**src/rtl/irq_vec_pkg.sv**
```systemverilog
package irq_vec_pkg;

    localparam int NUM_CHAN = 2;
    localparam int CAUSES   = 4;
    localparam int NUM_SRC  = NUM_CHAN * CAUSES;
    localparam int IDX_W    = $clog2(NUM_SRC);

    // cause position inside a channel group; the vector table depends on it
    typedef enum logic [1:0] {
        CAUSE_TXE  = 2'd0,
        CAUSE_STAT = 2'd1,
        CAUSE_RXF  = 2'd2,
        CAUSE_EXT  = 2'd3
    } cause_e;

    typedef enum logic [1:0] {
        ACK_IDLE = 2'd0,
        ACK_HOLD = 2'd1,
        ACK_SPUR = 2'd2
    } ack_state_e;

    typedef struct packed {
        logic             valid;
        logic [IDX_W-1:0] idx;
    } pick_t;

    // level 0 is the most urgent cause
    function automatic cause_e cause_at_level(input int lvl);
        case (lvl)
            0:       return CAUSE_RXF;
            1:       return CAUSE_TXE;
            2:       return CAUSE_EXT;
            default: return CAUSE_STAT;
        endcase
    endfunction

    // rank 0 is the highest priority; the upper channel group wins ties
    function automatic logic [IDX_W-1:0] src_at_rank(input int r);
        int grp;
        int cause;
        grp   = NUM_CHAN - 1 - (r % NUM_CHAN);
        cause = int'(cause_at_level(r / NUM_CHAN));
        return IDX_W'(grp * CAUSES + cause);
    endfunction

    function automatic logic [7:0] vec_of(input logic [7:0] base,
                                          input logic [7:0] stride,
                                          input logic [IDX_W-1:0] idx);
        logic [7:0] wide_idx;
        wide_idx = {{(8-IDX_W){1'b0}}, idx};
        return base + stride * wide_idx;
    endfunction

endpackage

```
**src/rtl/irq_pend_bank.sv**
```systemverilog
module irq_pend_bank
    import irq_vec_pkg::*;
(
    input  logic               clk,
    input  logic               rst,
    input  logic [NUM_SRC-1:0] req,
    input  logic [NUM_SRC-1:0] clr,
    input  logic               en_we,
    input  logic [NUM_SRC-1:0] en_wdata,
    output logic [NUM_SRC-1:0] pend,
    output logic [NUM_SRC-1:0] en
);

    genvar gi;
    generate
        for (gi = 0; gi < NUM_SRC; gi++) begin : g_src
            always_ff @(posedge clk) begin
                if (rst) begin
                    pend[gi] <= 1'b0;
                end else if (clr[gi]) begin
                    pend[gi] <= 1'b0;
                end else if (req[gi]) begin
                    pend[gi] <= 1'b1;
                end
            end
        end
    endgenerate

    always_ff @(posedge clk) begin
        if (rst) begin
            en <= '1;
        end else if (en_we) begin
            en <= en_wdata;
        end
    end

endmodule

```
**src/rtl/irq_prio_pick.sv**
```systemverilog
module irq_prio_pick
    import irq_vec_pkg::*;
(
    input  logic [NUM_SRC-1:0] cand,
    output pick_t              pick
);

    always_comb begin
        pick = '0;
        // walk from lowest to highest rank so the most urgent hit is kept
        for (int r = NUM_SRC - 1; r >= 0; r--) begin
            if (cand[src_at_rank(r)]) begin
                pick.valid = 1'b1;
                pick.idx   = src_at_rank(r);
            end
        end
    end

endmodule

```
**src/rtl/irq_ack_seq.sv**
```systemverilog
module irq_ack_seq
    import irq_vec_pkg::*;
#(
    parameter logic [7:0] VEC_BASE   = 8'h40,
    parameter logic [7:0] VEC_STRIDE = 8'd2
)(
    input  logic               clk,
    input  logic               rst,
    input  logic               m1_n,
    input  logic               iorq_n,
    input  logic               mreq_n,
    input  pick_t              pick,
    output logic [NUM_SRC-1:0] clr,
    output logic [7:0]         vec_o,
    output logic               vec_oe
);

    ack_state_e       state;
    logic [IDX_W-1:0] idx_q;
    logic [7:0]       vec_q;
    logic             ack_det;

    assign ack_det = !m1_n && !iorq_n && mreq_n;

    always_ff @(posedge clk) begin
        if (rst) begin
            state <= ACK_IDLE;
            idx_q <= '0;
            vec_q <= '0;
        end else begin
            case (state)
                ACK_IDLE: begin
                    if (ack_det) begin
                        if (pick.valid) begin
                            state <= ACK_HOLD;
                            idx_q <= pick.idx;
                            vec_q <= vec_of(VEC_BASE, VEC_STRIDE, pick.idx);
                        end else begin
                            state <= ACK_SPUR;
                        end
                    end
                end
                ACK_HOLD: if (iorq_n) state <= ACK_IDLE;
                ACK_SPUR: if (iorq_n) state <= ACK_IDLE;
                default:  state <= ACK_IDLE;
            endcase
        end
    end

    always_comb begin
        clr = '0;
        if (state == ACK_HOLD && iorq_n) begin
            clr[idx_q] = 1'b1;
        end
    end

    assign vec_oe = (state == ACK_HOLD) && !iorq_n;
    assign vec_o  = vec_oe ? vec_q : 8'h00;

endmodule

```
**src/rtl/irq_vector_responder.sv**
```systemverilog
module irq_vector_responder
    import irq_vec_pkg::*;
#(
    parameter logic [7:0] VEC_BASE   = 8'h40,
    parameter logic [7:0] VEC_STRIDE = 8'd2
)(
    input  logic         clk,
    input  logic         rst,
    input  logic [7:0]   req_i,
    input  logic         m1_n,
    input  logic         iorq_n,
    input  logic         mreq_n,
    input  logic         mask_we,
    input  logic [7:0]   mask_wdata,
    output logic         int_n,
    output logic [7:0]   vec_o,
    output logic         vec_oe
);

    logic [NUM_SRC-1:0] pend;
    logic [NUM_SRC-1:0] en;
    logic [NUM_SRC-1:0] clr;
    logic [NUM_SRC-1:0] cand;
    pick_t              pick;

    irq_pend_bank u_bank (
        .clk      (clk),
        .rst      (rst),
        .req      (req_i),
        .clr      (clr),
        .en_we    (mask_we),
        .en_wdata (mask_wdata),
        .pend     (pend),
        .en       (en)
    );

    assign cand  = pend & en;
    assign int_n = ~|cand;

    irq_prio_pick u_pick (
        .cand (cand),
        .pick (pick)
    );

    irq_ack_seq #(
        .VEC_BASE   (VEC_BASE),
        .VEC_STRIDE (VEC_STRIDE)
    ) u_seq (
        .clk    (clk),
        .rst    (rst),
        .m1_n   (m1_n),
        .iorq_n (iorq_n),
        .mreq_n (mreq_n),
        .pick   (pick),
        .clr    (clr),
        .vec_o  (vec_o),
        .vec_oe (vec_oe)
    );

endmodule

```
**config.mk**
```make
export PLATFORM = sky130hd
export DESIGN_NAME = irq_vector_responder
export DESIGN_NICKNAME = d
export VERILOG_FILES = /design/src/rtl/irq_vec_pkg.sv /design/src/rtl/irq_pend_bank.sv /design/src/rtl/irq_prio_pick.sv /design/src/rtl/irq_ack_seq.sv /design/src/rtl/irq_vector_responder.sv
export SDC_FILE = /design/constraint.sdc
export NUM_CORES = 1
export LEC_CHECK = 0
export BUFFER_PORTS_ARGS = -buffer_cell sky130_fd_sc_hd__buf_4
export CELL_PAD_IN_SITES_DETAIL_PLACEMENT = 0
export CELL_PAD_IN_SITES_GLOBAL_PLACEMENT = 1
export CORE_ASPECT_RATIO = 1.5
export CORE_MARGIN = 2
export CORE_UTILIZATION = 35
export CTS_BUF_LIST = sky130_fd_sc_hd__clkbuf_8
export CTS_CLUSTER_DIAMETER = 100
export DETAILED_ROUTE_END_ITERATION = 12
export PLACE_DENSITY_LB_ADDON = 0.1
export SYNTH_ARGS = -nofsm -noshare
export SYNTH_HDL_FRONTEND = slang
export SYNTH_SLANG_ARGS = --single-unit
export TNS_END_PERCENT = 1
```
**constraint.sdc**
```tcl
create_clock -name clk -period 1.2 [get_ports clk]
set_input_delay 0.12 -clock clk [delete_from_list [all_inputs] [get_ports clk]]
set_output_delay 0.12 -clock clk [all_outputs]
set_load 0.005 [all_outputs]
```
==> impl_summary.txt, run 1 <==
----------------------------------------------------
[Routing]
  Wire length per cell ... 13.3 microns
  Count of unresolved DRC violations after routing ... 0
  Count of routing violations after the opening detailed-route iteration ... 11
  Number of nets with antenna violations after routing ... 0
  Drt pass-1 iters ... 3
  Detailed-route via count ... 924
  Final routed wirelength across all metal layers ... 2490 microns
  Via density per instance ... 4.91

[Pwr]
  PD cells ... 1050 mW/mm^2
  Total leakage power ... 0.637 nW
  Peak VDD IR ... 0.000701 V
  Sum of internal, switching and leakage power ... 1.59 mW

[Die]
  Io pins ... 32
  Total Die Area ... 0.00349 sq mm
  Area of the core ... 0.00288 sq mm
  Height of the chip ... 71.3 microns
  Effective utilization at floorplan ... 0.367
  Number of rows created at floorplan ... 24
  Width of the die ... 48.9 microns

[STA]
  RSZ-0062 raised after global routing ... true
  Tmin final ... 1.41 ns
  Final critical-path share of the clock period ... 1.17
  Total of endpoints with negative setup slack in the final report ... 12
  Worst clock skew ... 0.00215 ns
  Slack of the critical path ... -0.206 ns
  Final hold violation count ... 0
  Max-slew violation count ... 0
  Achievable clock frequency ... 711 MHz

[Clocking]
  Clock latency reported for the late side of the worst-skew pair ... 0.25 ns
  Clock-pin slew of the registers on the worst-case setup and hold paths ... 0.07 ns
  H-tree Lvls ... 1
  Count of hold-fix buffers inserted at cts ... 0
  Cts bufs inserted ... 3
  CTS sink cnt ... 22
  CTS tree ... built
  Clock tree root buffer cell ... clkbuf_8
  Maximum count of clock buffers along a single path ... 2

[Worst setup path]
  Internal reg-to-reg setup slack ... -0.12 ns
  Buffering stage count on the worst path with inverters included ... 2
  Kind of start point of the critical path ... flip-flop
  Critical path's slowest cell ... dfxtp_2
  Worst r2r src ... u_seq.state[0]
  Critical path class ... flip-flop to output port
  Endpoint kind of the worst setup timing path ... output port
  Number of cell instances on the worst register-to-register path ... 6
  Largest delay share family, worst path ... simple AND/OR/NAND/NOR gates
  Required time reported for the critical path endpoint ... 1.08 ns
  Cells along the critical path ... inv_4, ha_4, and2b_2, and2_4, buf_6
  Endpoint of the worst register-to-register path ... u_seq.idx_q[1]
  Largest fanout of any net on the critical path ... 5
  Largest stage delay, worst path ... 0.35 ns
  Worst Path Arrival ... 1.29 ns

[Layout]
  Antenna diode count ... 0
  Fraction of layout cells with a size suffix above 1 ... 0.463
  Layout fillers ... 301
  Nets ... 175
  Area growth from synthesis to final layout ... 43.6%

[Min path]
  Hold wc startpoint ... mask_wdata[6]
  End point of the most critical hold path ... u_bank.en[6]
  Hold path cells ... 2
  Path class of the lowest-slack min-delay path ... input port to flip-flop

[Global route]
  Remaining global-route overflow ... 0
  Global-route wire length before repair ... 4170 microns
  GR Util All Layers ... 0.155
  Largest net degree at the start of global routing ... 23
  Number of global-route vias before repair ... 934
  Number of antenna violations at the first check in global routing ... 0

[Synth]
  Number of distinct standard cells referenced by the synthesized netlist ... 31
  Top_reg_cell synth ... dfxtp_1
  Cell accounting for the most synthesized area ... dfxtp_1
  Post-synthesis instance area ... 0.00106 sq mm
  Leading cell types by total area after synthesis ... dfxtp_1, a211o_1, nor2_1, nor2b_1, a211oi_1
  Commonest cells in the synthesized netlist ... dfxtp_1, nor2_1, nor2b_1
  Top cell type's share of synthesized area ... 0.417
  Most common cell in the netlist ... dfxtp_1
  Post-synth ARST share ... 0
  Per-instance average area after synthesis ... 9.70 sq um
  #FFs+latches synth ... 22
  Number of synthesized flops with an enable pin ... 0
  Count of yosys warnings during synthesis ... 0
  Post-synthesis cell count ... 109
  Share of synthesized area occupied by flip-flops and latches ... 0.417

[Place]
  Pre-CTS setup slack ... -0.115 ns
  RD Place Congestion ... 0.740
  Buffers on Ports ... 27
  Dpl hpwl ... 1970 microns

[Status]
  Failing checks ... negative setup slack
  Run status ... finished, violations left

[Flow run]
  Maximum Capacitance Violations ... 0

----------------------------------------------------
## registers in the layout, indices dropped and copies added (netlist names)
name,count
u_seq.state,2
u_seq.idx_q,2
u_seq.vec_q,2
u_bank.en,8
u_bank.pend,8
## layout make-up
cell class / instances / area [sq um] / area share
inverter: 3 / 13.8 / 0.00907
sequential: 22 / 443 / 0.292
timing repair buffer: 41 / 319 / 0.210
clock buffer: 3 / 41.3 / 0.0272
tap: 39 / 48.8 / 0.0322
multi-input combinational: 80 / 652 / 0.430
## metal layers
layer,global-route usage,part of all wire,vias up
li1,-,-,466
met1,0.156,0.38,435
met2,0.289,0.56,17
met3,0.0271,0.029,6
met4,0.102,0.035,0
met5,0,0,-
## logic make-up (layout without fill, tap and decap cells)
| group | count (synthesis) | count (layout) | synth area share |
|---|---|---|---|
| AOI/OAI and AO/OA | 30 | 30 | 0.267 |
| adders and majority gates | 2 | 2 | 0.0237 |
| buffers and inverters | 10 | 47 | 0.0497 |
| DFF | 22 | 22 | 0.417 |
| other | 1 | 4 | 0.00355 |
| and+or+nand+nor | 44 | 44 | 0.239 |
## stage by stage
step / util / setup TNS (ns) / hold slack (ns) / std cells / cell area, sq um
finish: 0.526 / -1.47 / 0.0692 / 188 / 1520
global route: 0.526 / -2.39 / 0.0596 / 188 / 1520
CTS: 0.512 / -1.64 / 0.0611 / 188 / 1480
detailed placement: 0.482 / -0.359 / 0.332 / 184 / 1390
global placement: 0.482 / -0.174 / 0.324 / 184 / 1390
floorplan: - / -0.00668 / 0.219 / 112 / 1080
## placed cells by master (no fill, tap or decap), types with 2 or more instances in the layout
| master | synthesis | routed |
|---|---|---|
| a211o_1 | 8 | 8 |
| a211oi_1 | 7 | 3 |
| a211oi_2 | 0 | 4 |
| a22oi_2 | 2 | 3 |
| a311oi_2 | 0 | 2 |
| a32o_1 | 2 | 2 |
| and2_1 | 5 | 2 |
| and2_4 | 0 | 3 |
| buf_4 | 4 | 38 |
| buf_6 | 0 | 3 |
| clkbuf_8 | 0 | 3 |
| conb_1 | 1 | 4 |
| dfxtp_1 | 22 | 20 |
| dfxtp_2 | 0 | 2 |
| ha_4 | 0 | 2 |
| nand2_1 | 4 | 4 |
| nor2_1 | 17 | 17 |
| nor2b_1 | 10 | 10 |
## power by group
group	total [mW]	leakage, nW	internal, mW	switching (mW)
registers	0.829	0.184	0.780	0.0493
clock network	0.434	0.0216	0.223	0.211
logic	0.324	0.432	0.188	0.137
total	1.59	0.637	1.19	0.397
## worst max path at each step
stage               cells past startpoint           start        endpoint  slack (ns)
global placement                        6  u_seq.state[0]  u_seq.vec_q[3]       -0.04
floorplan                               6  u_seq.state[0]  u_seq.vec_q[3]      -0.007
detailed placement                      6  u_seq.state[0]  u_seq.idx_q[1]       -0.11
finish                                  5  u_seq.state[1]        vec_o[2]       -0.21
global route                            5  u_seq.state[1]        vec_o[1]       -0.26
CTS                                     5  u_seq.state[1]        vec_o[2]       -0.22
## repair_timing
action,in CTS,in global routing
gates resized for setup,9,11
pin swaps,6,3
endpoints found under the setup margin,13,19
setup buffers,1,0
Note: power is estimated with default switching activity, not from simulation.
==> inputs of run 2 (changes only) <==
- CORE_UTILIZATION: 35 -> 39
- clock period: 1.2 -> 1.47 ns (I/O delays scaled with it)
==> run 2 against run 1 <==
  * Final area is 5.4% lower
  * Global-route usage increased by 1.0 points
  * Final cell count is 4.8% lower
  * Via count shrank 0.32%
  * Wire length rose by 1.2%
  * The run now ends clean
  * Critical path depth did not move
  * Clock power shrank 15%
  * Combinational power is 26% lower
  * Sequential share of layout area increased by 1.8 points
  * Clock-buffer cell count unchanged
  * Register-to-register slack better by 0.20 ns
  * Critical path type unchanged
==> impl_summary.txt, run 2 (synthesis results as in run 1) <==
----------------------------------------------------
[Clocking]
  CTS tree ... built
  Count of hold-fix buffers inserted at cts ... 0
  H-tree Lvls ... 1
  CTS sink cnt ... 22
  Clock latency reported for the late side of the worst-skew pair ... 0.26 ns
  Clock tree root buffer cell ... clkbuf_8
  Maximum count of clock buffers along a single path ... 2
  Cts bufs inserted ... 3
  Clock-pin slew of the registers on the worst-case setup and hold paths ... 0.08 ns

[Die]
  Effective utilization at floorplan ... 0.404
  Width of the die ... 46.5 microns
  Number of rows created at floorplan ... 23
  Height of the chip ... 67.8 microns
  Io pins ... 32
  Total Die Area ... 0.00315 sq mm
  Area of the core ... 0.00262 sq mm

[Global route]
  Met2 global-route usage ... 0.309
  GRT met1 Usage ... 0.181
  Number of global-route vias before repair ... 820
  Busiest grt layer ... met2
  Largest net degree at the start of global routing ... 23
  GR Util All Layers ... 0.165
  Global-route wire length before repair ... 3690 microns
  Number of antenna violations at the first check in global routing ... 0
  Remaining global-route overflow ... 0
  Met3 Use GR ... 0.0241

[Status]
  Run status ... complete, no violations

[Worst setup path]
  Endpoint kind of the worst setup timing path ... output port
  Largest stage delay, worst path ... 0.34 ns
  Worst r2r src ... u_bank.en[2]
  Largest fanout of any net on the critical path ... 5
  Total stage count of the critical path ... 5
  Required time reported for the critical path endpoint ... 1.32 ns
  Timing endpoint of the critical path ... vec_o[2]
  Number of cell instances on the worst register-to-register path ... 6
  Cells along the critical path ... inv_2, ha_4, and2b_2, and2_4, buf_6
  Internal reg-to-reg setup slack ... 0.08 ns
  Worst Path Arrival ... 1.30 ns
  Critical path class ... flip-flop to output port
  Largest delay share family, worst path ... simple AND/OR/NAND/NOR gates
  Origin of the worst setup path ... u_seq.state[1]
  Buffering stage count on the worst path with inverters included ... 2
  Endpoint of the worst register-to-register path ... u_seq.state[0]
  Critical path's slowest cell ... dfxtp_2
  Kind of start point of the critical path ... flip-flop

[Layout]
  Layout fillers ... 254
  Area growth from synthesis to final layout ... 35.9%
  Most frequent cells in the layout ... buf_4, dfxtp_1, nor2_1
  Nets ... 168
  Commonest non-fill, non-tap cell in the layout ... buf_4
  Antenna diode count ... 0
  Fraction of layout cells with a size suffix above 1 ... 0.415
  Area used by multi-input combinational logic ... 618 sq um
  Storage cell area ... 445 sq um
  Registers with the most flip-flops ... u_bank.en (8), u_bank.pend (8)

[Place]
  RD Place Congestion ... 0.708
  Buffers on Ports ... 27
  Dpl hpwl ... 1860 microns
  Pre-CTS setup slack ... 0.0388 ns

[STA]
  Slack of the critical path ... 0.0207 ns
  Final hold violation count ... 0
  Achievable clock frequency ... 690 MHz
  RSZ-0062 raised after global routing ... true
  Worst clock skew ... 0.00416 ns
  Total of endpoints with negative setup slack in the final report ... 0
  Max-slew violation count ... 0
  Final critical-path share of the clock period ... 0.986
  TNS Setup ... 0 ns
  Tmin final ... 1.45 ns

[Min path]
  Path class of the lowest-slack min-delay path ... input port to flip-flop
  Hold path cells ... 2

[Routing]
  Number of nets with antenna violations after routing ... 0
  Wire length per cell ... 14.1 microns
  Via density per instance ... 5.15
  Final routed wirelength across all metal layers ... 2520 microns
  Count of routing violations after the opening detailed-route iteration ... 19
  Detailed-route via count ... 921
  Drt pass-1 iters ... 4
  Count of unresolved DRC violations after routing ... 0

[Pwr]
  Total leakage power ... 0.600 nW
  Peak VDD IR ... 0.000657 V
  Sum of internal, switching and leakage power ... 1.29 mW
  PD cells ... 897 mW/mm^2

[Flow run]
  Maximum Capacitance Violations ... 0

----------------------------------------------------
run 2: per-stage QoR:
step | hold slack, ns | cells | instance area, sq um | util
3_5_place_dp | 0.359 | 169 | 1280 | 0.487
4_1_cts | 0.0917 | 173 | 1330 | 0.509
6_report | 0.0903 | 179 | 1440 | 0.548
2_1_floorplan | 0.246 | 112 | 1070 | -
3_3_place_gp | 0.353 | 169 | 1280 | 0.487
5_1_grt | 0.0787 | 179 | 1440 | 0.548
run 2: routing by layer:
| metal | share of wire | wire length, microns |
|---|---|---|
| met1 | 0.39 | 988 |
| met2 | 0.56 | 1410 |
| met3 | 0.028 | 70 |
| met4 | 0.019 | 47 |
| met5 | 0 | 0 |
run 2: final cells by class:
type                            instances  area share
Clock buffer                            3      0.0287
Tap cell                               37      0.0322
Timing Repair Buffer                   34       0.191
Sequential cell                        22       0.310
Multi-Input combinational cell         80       0.430
Inverter                                3     0.00784
run 2: timing repair:
action / in CTS / in global routing
endpoints found under the setup margin: 5 / 8
gates resized for setup: 4 / 17
pin swaps: 2 / 7
buffers inserted: 1 / 6
run 2: worst reg2reg max path, stage by stage (launching register included):
cell     delay (ns)
dfxtp_2        0.34
a22oi_2        0.22
buf_4          0.17
a41oi_4        0.15
buf_4          0.18
a22oi_1        0.17
nor2_1         0.06
run 2: worst min-delay path by stage:
stage / from / to
3_5_place_dp: mask_wdata[4] / u_bank.en[4]
2_1_floorplan: rst / u_bank.en[2]
5_1_grt: mask_wdata[7] / u_bank.en[7]
6_report: mask_wdata[2] / u_bank.en[2]
3_3_place_gp: mask_wdata[7] / u_bank.en[7]
4_1_cts: mask_wdata[7] / u_bank.en[7]
run 2: power by group:
part / leakage, nW / switching (mW) / internal [mW]
combinational: 0.395 / 0.102 / 0.139
clock: 0.0216 / 0.185 / 0.182
sequential: 0.184 / 0.0433 / 0.637
total: 0.600 / 0.330 / 0.959
